==> src/rtl/fpx_exc_pkg.sv <==
package fpx_exc_pkg;

  parameter int unsigned EXP_W_DEF  = 15;
  parameter int unsigned FRAC_W_DEF = 63;
  parameter int unsigned NUM_OPS    = 2;
  parameter int unsigned OPC_W      = 3;

  typedef enum logic [2:0] {
    CLS_ZERO   = 3'd0,
    CLS_NORMAL = 3'd1,
    CLS_DENORM = 3'd2,
    CLS_INF    = 3'd3,
    CLS_QNAN   = 3'd4,
    CLS_SNAN   = 3'd5,
    CLS_UNSUP  = 3'd6
  } fpxCls_e;

  localparam logic [OPC_W-1:0] OPC_ARITH    = 3'd0;
  localparam logic [OPC_W-1:0] OPC_COMPARE  = 3'd1;
  localparam logic [OPC_W-1:0] OPC_INTSTORE = 3'd2;
  localparam logic [OPC_W-1:0] OPC_DECSTORE = 3'd3;
  localparam logic [OPC_W-1:0] OPC_TRANSC   = 3'd4;
  localparam logic [OPC_W-1:0] OPC_EXTRACT  = 3'd5;

  // Strobes handed from the control to the datapath.
  typedef struct packed {
    logic [NUM_OPS-1:0] invHit;
    logic [NUM_OPS-1:0] denHit;
    logic [NUM_OPS-1:0] normHit;
    logic               raiseFault;
    logic               stickyClr;
    logic               stickyLoad;
  } fpxStrobe_t;

endpackage

==> src/rtl/fpx_op_class.sv <==
module fpx_op_class
  import fpx_exc_pkg::*;
#(
  parameter int unsigned EXP_W  = EXP_W_DEF,
  parameter int unsigned FRAC_W = FRAC_W_DEF
) (
  input  logic [EXP_W+FRAC_W:0] mag,
  output fpxCls_e               cls
);

  localparam int unsigned MAG_W = EXP_W + FRAC_W + 1;

  logic [EXP_W-1:0]  expField;
  logic              intBit;
  logic [FRAC_W-1:0] fracField;
  logic              expZero;
  logic              expOnes;
  logic              fracZero;

  assign expField  = mag[MAG_W-1:FRAC_W+1];
  assign intBit    = mag[FRAC_W];
  assign fracField = mag[FRAC_W-1:0];
  assign expZero   = (expField == '0);
  assign expOnes   = (expField == '1);
  assign fracZero  = (fracField == '0);

  always_comb begin
    if (expZero) begin
      // An explicit integer bit with zero exponent is a pseudo-denormal.
      cls = (!intBit && fracZero) ? CLS_ZERO : CLS_DENORM;
    end else if (expOnes) begin
      if (!intBit)                    cls = CLS_UNSUP;
      else if (fracZero)              cls = CLS_INF;
      else if (fracField[FRAC_W-1])   cls = CLS_QNAN;
      else                            cls = CLS_SNAN;
    end else begin
      cls = intBit ? CLS_NORMAL : CLS_UNSUP;
    end
  end

endmodule

==> src/rtl/fpx_exc_ctrl.sv <==
module fpx_exc_ctrl
  import fpx_exc_pkg::*;
(
  input  logic                     valid,
  input  logic [OPC_W-1:0]         opClass,
  input  logic                     twoOps,
  input  logic                     legacyMode,
  input  logic                     maskInv,
  input  logic                     maskDen,
  input  logic                     clear,
  input  fpxCls_e [NUM_OPS-1:0]    cls,
  output fpxStrobe_t               strobe
);

  logic               qnanTraps;
  logic               denSkip;
  logic [NUM_OPS-1:0] invV;
  logic [NUM_OPS-1:0] denV;
  logic [NUM_OPS-1:0] normV;

  assign qnanTraps = (opClass == OPC_COMPARE) || (opClass == OPC_INTSTORE) ||
                     (opClass == OPC_DECSTORE);
  assign denSkip   = legacyMode && ((opClass == OPC_TRANSC) || (opClass == OPC_EXTRACT));

  for (genvar i = 0; i < NUM_OPS; i++) begin : g_op
    logic act;
    if (i == 0) begin : g_first
      assign act = valid;
    end else begin : g_rest
      assign act = valid & twoOps;
    end

    assign invV[i]  = act & ((cls[i] == CLS_SNAN) |
                             ((cls[i] == CLS_QNAN) & (legacyMode | qnanTraps)) |
                             ((cls[i] == CLS_UNSUP) & ~legacyMode));
    assign denV[i]  = act & (cls[i] == CLS_DENORM) & ~denSkip;
    assign normV[i] = act & (cls[i] == CLS_DENORM) & ~legacyMode & maskDen;
  end

  always_comb begin
    strobe            = '0;
    strobe.invHit     = invV;
    strobe.denHit     = denV;
    strobe.normHit    = normV;
    strobe.raiseFault = ((|invV) & ~maskInv) | ((|denV) & ~maskDen);
    strobe.stickyClr  = clear;
    strobe.stickyLoad = valid;
  end

endmodule

==> src/rtl/fpx_exc_dp.sv <==
module fpx_exc_dp
  import fpx_exc_pkg::*;
#(
  parameter int unsigned EXP_W  = EXP_W_DEF,
  parameter int unsigned FRAC_W = FRAC_W_DEF,
  localparam int unsigned OP_W  = EXP_W + FRAC_W + 2
) (
  input  logic                          clk,
  input  logic                          rstN,
  input  logic [NUM_OPS-1:0][OP_W-1:0]  operands,
  input  fpxStrobe_t                    strobe,
  output fpxCls_e [NUM_OPS-1:0]         cls,
  output logic                          invFlag,
  output logic                          denFlag,
  output logic [NUM_OPS-1:0]            normReq,
  output logic                          fault,
  output logic [1:0]                    status
);

  localparam int unsigned MAG_W = OP_W - 1;

  logic [NUM_OPS-1:0] signUnused;

  for (genvar i = 0; i < NUM_OPS; i++) begin : g_cls
    assign signUnused[i] = operands[i][OP_W-1];
    fpx_op_class #(.EXP_W(EXP_W), .FRAC_W(FRAC_W)) u_cls (
      .mag (operands[i][MAG_W-1:0]),
      .cls (cls[i])
    );
  end

  assign invFlag = |strobe.invHit;
  assign denFlag = |strobe.denHit;
  assign normReq = strobe.normHit;
  assign fault   = strobe.raiseFault;

  always_ff @(posedge clk or negedge rstN) begin
    if (!rstN) begin
      status <= 2'b00;
    end else if (strobe.stickyClr || strobe.stickyLoad) begin
      status <= (strobe.stickyClr ? 2'b00 : status) | {denFlag, invFlag};
    end
  end

endmodule

==> src/rtl/fpx_exc_top.sv <==
module fpx_exc_top
  import fpx_exc_pkg::*;
#(
  parameter int unsigned EXP_W  = EXP_W_DEF,
  parameter int unsigned FRAC_W = FRAC_W_DEF,
  localparam int unsigned OP_W  = EXP_W + FRAC_W + 2
) (
  input  logic              clk,
  input  logic              rstN,
  input  logic              valid,
  input  logic [OPC_W-1:0]  opClass,
  input  logic              twoOps,
  input  logic [OP_W-1:0]   operandA,
  input  logic [OP_W-1:0]   operandB,
  input  logic              maskInv,
  input  logic              maskDen,
  input  logic              legacyMode,
  input  logic              clear,
  output logic [2:0]        classA,
  output logic [2:0]        classB,
  output logic              invFlag,
  output logic              denFlag,
  output logic [1:0]        normReq,
  output logic              fault,
  output logic [1:0]        status
);

  logic [NUM_OPS-1:0][OP_W-1:0] opVec;
  fpxCls_e [NUM_OPS-1:0]        clsVec;
  fpxStrobe_t                   strobe;

  assign opVec[0] = operandA;
  assign opVec[1] = operandB;

  fpx_exc_ctrl u_ctrl (
    .valid      (valid),
    .opClass    (opClass),
    .twoOps     (twoOps),
    .legacyMode (legacyMode),
    .maskInv    (maskInv),
    .maskDen    (maskDen),
    .clear      (clear),
    .cls        (clsVec),
    .strobe     (strobe)
  );

  fpx_exc_dp #(.EXP_W(EXP_W), .FRAC_W(FRAC_W)) u_dp (
    .clk      (clk),
    .rstN     (rstN),
    .operands (opVec),
    .strobe   (strobe),
    .cls      (clsVec),
    .invFlag  (invFlag),
    .denFlag  (denFlag),
    .normReq  (normReq),
    .fault    (fault),
    .status   (status)
  );

  assign classA = clsVec[0];
  assign classB = clsVec[1];

endmodule

==> config.mk <==
export PLATFORM = sky130hd
export DESIGN_NAME = fpx_exc_top
export DESIGN_NICKNAME = d
export VERILOG_FILES = /design/src/rtl/fpx_exc_pkg.sv /design/src/rtl/fpx_op_class.sv /design/src/rtl/fpx_exc_ctrl.sv /design/src/rtl/fpx_exc_dp.sv /design/src/rtl/fpx_exc_top.sv
export SDC_FILE = /design/constraint.sdc
export NUM_CORES = 1
export LEC_CHECK = 0
export BUFFER_PORTS_ARGS = -buffer_cell sky130_fd_sc_hd__clkbuf_2
export CAP_MARGIN = 20
export CORE_AREA = 2 2 70 72
export CTS_CLUSTER_SIZE = 25
export DETAILED_ROUTE_END_ITERATION = 8
export DIE_AREA = 0 0 72 74
export GPL_TIMING_DRIVEN = 0
export PLACE_DENSITY = 0.61
export RECOVER_POWER = 50
export SETUP_SLACK_MARGIN = 0.15
export SLEW_MARGIN = 20
export SYNTH_ARGS = -nofsm -noshare
export SYNTH_HDL_FRONTEND = slang
export SYNTH_HIERARCHICAL = 1
export SYNTH_SLANG_ARGS = --single-unit
==> constraint.sdc <==
create_clock -name clk -period 4.6 [get_ports clk]
set_clock_uncertainty 0.1 [all_clocks]
set_input_delay 0.69 -clock clk [delete_from_list [all_inputs] [get_ports clk]]
set_output_delay 0.69 -clock clk [all_outputs]
set_load 0.005 [all_outputs]
* After elaboration in Yosys (flattened, before gate mapping) *
Index checks and enable logic that the tools add are counted.

word-level totals
  RAM bits = 0
  bits in registers = 2
  output and inout port bits = 13
  word-level logic and storage cells = 74
  bits of input ports = 171
  latch bits = 0
  bits in read-only memories = 0
  memories = 0

cells by class
  shift-type cells = 0
  equality and inequality tests = 15
  multiply operators = 0
  multiplexer cells = 15
  div/mod/pow operators = 0
  $add $sub $neg = 0
  reduce and logical (&&, ||, !) cells = 15
  bitwise gates (word level) = 28
  order comparisons = 0

operator list
  cell                                                                    count
  63-bit zero test                                                        2
  15-bit equality test (second input constant)                            2
  15-bit zero test                                                        2
  3-bit two-way mux                                                       10
  3-bit equality test (second input constant)                             8
  1-bit bitwise AND                                                       17
  3-bit by 2-bit equality test with 1-bit output (second input constant)  4
  2-bit two-way mux                                                       3
  1-bit bitwise OR                                                        6
  1-bit logical OR                                                        4
  1-bit NOT                                                               4
  2-bit OR reduction                                                      2
  3-bit by 1-bit equality test with 1-bit output (second input constant)  1
  1-bit logical AND                                                       3
  1-bit zero test                                                         2
  1-bit two-way mux                                                       2
  2-bit bitwise OR                                                        1

* Logic depth before layout (Yosys ltp) *
  word-level depth = 13
  depth in mapped cells = 10
  gate-level depth less buffers = 9

* Hierarchy *
Netlist, hierarchy kept.

by module, submodules not included
  module        seq. area each (um2)  instances  cells each  area each (um2)
  fpx_op_class  0.0                   2          39          247.7
  fpx_exc_ctrl  0.0                   1          21          138.9
  fpx_exc_dp    50.0                  1          13          115.1

* Worst setup path after synthesis *
OpenSTA, ideal clock, no wires.

  path kind = input to output
  start point = input port operandA[55]
  end point = output port fault
  required time = 3810 ps
  buffers on the path = 1
  arrival = 2460 ps
  setup slack = 1350 ps
  stages on the path = 10
  cells stage by stage = nor4_1 nand4_1 nor4_2 a21oi_1 a21oi_1 nor3_1 a211oi_1 nor2_1 o22ai_1 buf_4

RTL lines
  element      line               text
  from (decl)  fpx_exc_top.sv:13  input logic [OP_W-1:0] operandA,
  to (decl)    fpx_exc_top.sv:24  output logic fault,

==> key figures <==
Synth
  • Most common cell in the netlist: nor4_1
  • Largest family of logic cells by synthesized area: simple AND/OR/NAND/NOR gates
  • Sequential fraction of the synthesis area: between 6 and 7%
  • Post-synth EDFFs: 0
  • Simple-gate share of the synthesized area: roughly 70%
  • Synth Area in Compound Gates: around 16%
  • FF+latch count, synth: 2
  • Post-synth top area share: 30.05%
  • Synth async-reset ratio: 100.0%
  • Synth Instances: 112
  • Commonest cells post-synth: nor4_1 (36), nand4_1 (16), nor3_1 (7)
  • XOR/XNOR share of the synthesized area: 0%
  • Ranking of synthesized cells by area: nor4_1 (30%), nand4_1 (13%), dfrtp_1 (6.7%), nor4_2 (6.7%), buf_4 (5.0%)
  • Post-synth cell types: 25
  • Adder-cell area share of the yosys netlist: 0%
  • Synth Warn #: 6
  • Avg Inst Size Synth: 6.692 um^2
  • Top FF cell, synth: dfrtp_1
  • Area leader, netlist: nor4_1
  • Mapped cell area: ~750 um^2
  • Mux contribution to synthesized area: 0%
  • Mapped Nets: 283

Finish
  • Fin nets: 468
  • Number of diodes: 0
  • Top reg by flops: u_dp/status
  • Share of cells above drive strength 1: 63.05%
  • Finished Core Util: 37.88%
  • P&R area growth vs syn: 132.4%
  • Fillcell total: approximately 510
  • Flip-flop count of the largest register after layout: 2
  • Top Registers: u_dp/status: 2 flops
  • Final Cell Area: about 0.0017 mm^2

Worst setup path
  • CP peak stage delay: 490 ps
  • CP Class: in2out
  • CP arrival: 3060 ps
  • CP Cell Sequence: clkbuf_2, nor4_1, nand4_1, nor4_1, a21oi_1, a21oi_1, nor3_1, a211oi_1, nor2_1, o22ai_1, buf_4, clkbuf_2
  • Delay-heaviest family, CP: simple AND/OR/NAND/NOR gates
  • Worst r2r path cells: 2
  • RR Endpoint: u_dp/status[0]$_DFFE_PN0P_
  • Critical Path Fanout Max: 4
  • CP Data Required Time: 3810 ps
  • Setup crit end kind: output port
  • R2R setup slack: 3880 ps
  • Buffers & Inverters on Critical Path: 3
  • Reg-to-reg critical path startpoint: u_dp/status[0]$_DFFE_PN0P_
  • Crit start category: input port
  • CP max stage cell: nor4_1

Timing
  • Final Hold Vio Count: 0
  • Pins Over Slew Limit: 0
  • Clock period minus worst slack: 3848 ps
  • Relative slew slack: 67.99%
  • TNS Setup: 0 ps
  • F_max: 259.9 MHz
  • Worst slew pin tran: 475.7 ps
  • Setup ws final: 751.7 ps
  • RSZ-0062 raised after global routing: no
  • Final setup violation count: 0
  • Period utilisation layout: a little over four fifths

Die
  • Starting density of the core: ~16%
  • Ports: 184
  • Site Rows: 25
  • Die width: approximately 72 um
  • Core ar.: 0.004598 mm^2
  • Die area: 0.005328 mm^2
  • Die H: approximately 74 um

Route
  • DRT iter0 DRCs: 24
  • Vias per cell: 4.883
  • DR WL/cell: 12.50 um
  • ANT nets after route: 0
  • Final wirelength: 4361 um
  • DRT Pass-1 Iters: 3
  • Routed vias: 1704
  • DRC viols: 0

CTS
  • Clock sink count: 2
  • Root Driver: clkbuf_8
  • Post-CTS resize count: 0
  • CTS tree: done
  • Hold_buf cts: 0
  • Worst-Skew Late Latency: between 200 and 250 ps
  • Setup bufs post-CTS: 0
  • CTS H-tree depth: 1
  • Worst-path clk slew: ~30 ps
  • Clock buffer depth: 2
  • Num CTS Buffers: 3

Min path
  • Hold crit path type: in2async

GRT
  • First-pass GRT wire length: 6375 um
  • Overall Global Routing Usage: 14.94%
  • Largest net degree at the start of global routing: 8
  • Total grt overflow: 0
  • Vias in the first global route: 1690
  • Initial antenna violation count: 0

Power and ir drop
  • Worst vdd ir: 0.00009605 V
  • Cell area power density: about 110 mW/mm^2
  • Leakage: 0.9433 nW

Placed design
  • Port bufs: 180
  • DP Wirelength: 4217 um
  • GP Congestion: 0.8411
  • Dpl cell area: 0.001718 mm^2
  • Post-place setup slack: approximately 820 ps

Job
  • Maximum capacitance violations: 0

Outcome
  • Status: finished, final reports clean
==> worst max path at each step <==
stage,startpoint,endpoint,slack [ps],cells after the start
2_1_floorplan,operandA[55],fault,1350,10
3_3_place_gp,operandB[40],fault,850,12
3_5_place_dp,operandB[40],fault,820,12
4_1_cts,operandA[24],fault,820,12
5_1_grt,operandA[43],fault,330,12
6_report,operandB[62],fault,750,12
==> cells by family after synthesis <==
logic type,count (synthesis)
AND/OR/NAND/NOR,83
flip-flops,2
AO/OA/AOI/OAI,18
buffers and inverters,9
==> per-stage QoR <==
stage / hold WS [ps] / total power [mW] / cells
finish: 159.2 / 0.1957 / 349
floorplan: 294.4 / 0.04383 / 112
global route: 171.7 / 0.2121 / 349
global placement: 377.5 / 0.1282 / 346
detailed placement: 376.2 / 0.1300 / 346
CTS: 157.1 / 0.2002 / 349
==> metal layers <==
metal	wire [um]	up-vias	global-route usage (%)
met2	2510	112	34.36
li1	-	853	-
met5	0	-	0
met4	46	0	3.774
met3	508	4	3.523
met1	1295	735	12.07
==> final cells by class <==
class | instances | area (um^2) | area share [%]
timing repair buffer | 180 | 895.9 | 51.44
multi-input combinational | 101 | 634.4 | 36.42
inverter | 4 | 15.01 | 0.8621
buffer | 5 | 37.54 | 2.155
clock buffer | 3 | 41.29 | 2.371
sequential | 2 | 50.05 | 2.874
tap | 54 | 67.56 | 3.879
==> cells in the final DEF, fill, tap and decap left out <==
master	netlist	final
clkbuf_2	0	176
nor4_1	36	38
nand4_1	16	16
nor3_1	7	7
nor2_1	5	5
buf_4	5	5
clkbuf_1	0	4
inv_1	4	4
a21oi_1	4	4
clkbuf_8	0	3
nand2_1	3	3
nand3_1	3	3
o22ai_1	3	3
o21a_1	2	2
a211oi_1	2	2
or2_1	2	2
nor4_2	4	2
nand2b_1	2	2
o211a_1	2	2
a21boi_0	2	2
dfrtp_1	2	2
o21bai_1	1	1
nand4bb_1	1	1
and3b_1	1	1
nor3b_1	1	1
nand4b_1	1	1
nor4b_1	1	1
o21ai_0	0	1
o21ai_1	2	1
==> where the power goes <==
| part | switching (mW) | internal (mW) | total, mW | leakage [nW] |
|---|---|---|---|---|
| Combinational | 0.0410 | 0.0664 | 0.107 | 0.895 |
| Sequential | 0.000887 | 0.0194 | 0.0203 | 0.0263 |
| Clock | 0.0128 | 0.0552 | 0.0680 | 0.0216 |
| Total | 0.0547 | 0.141 | 0.196 | 0.943 |
Note: power is estimated with default switching activity, not from simulation.
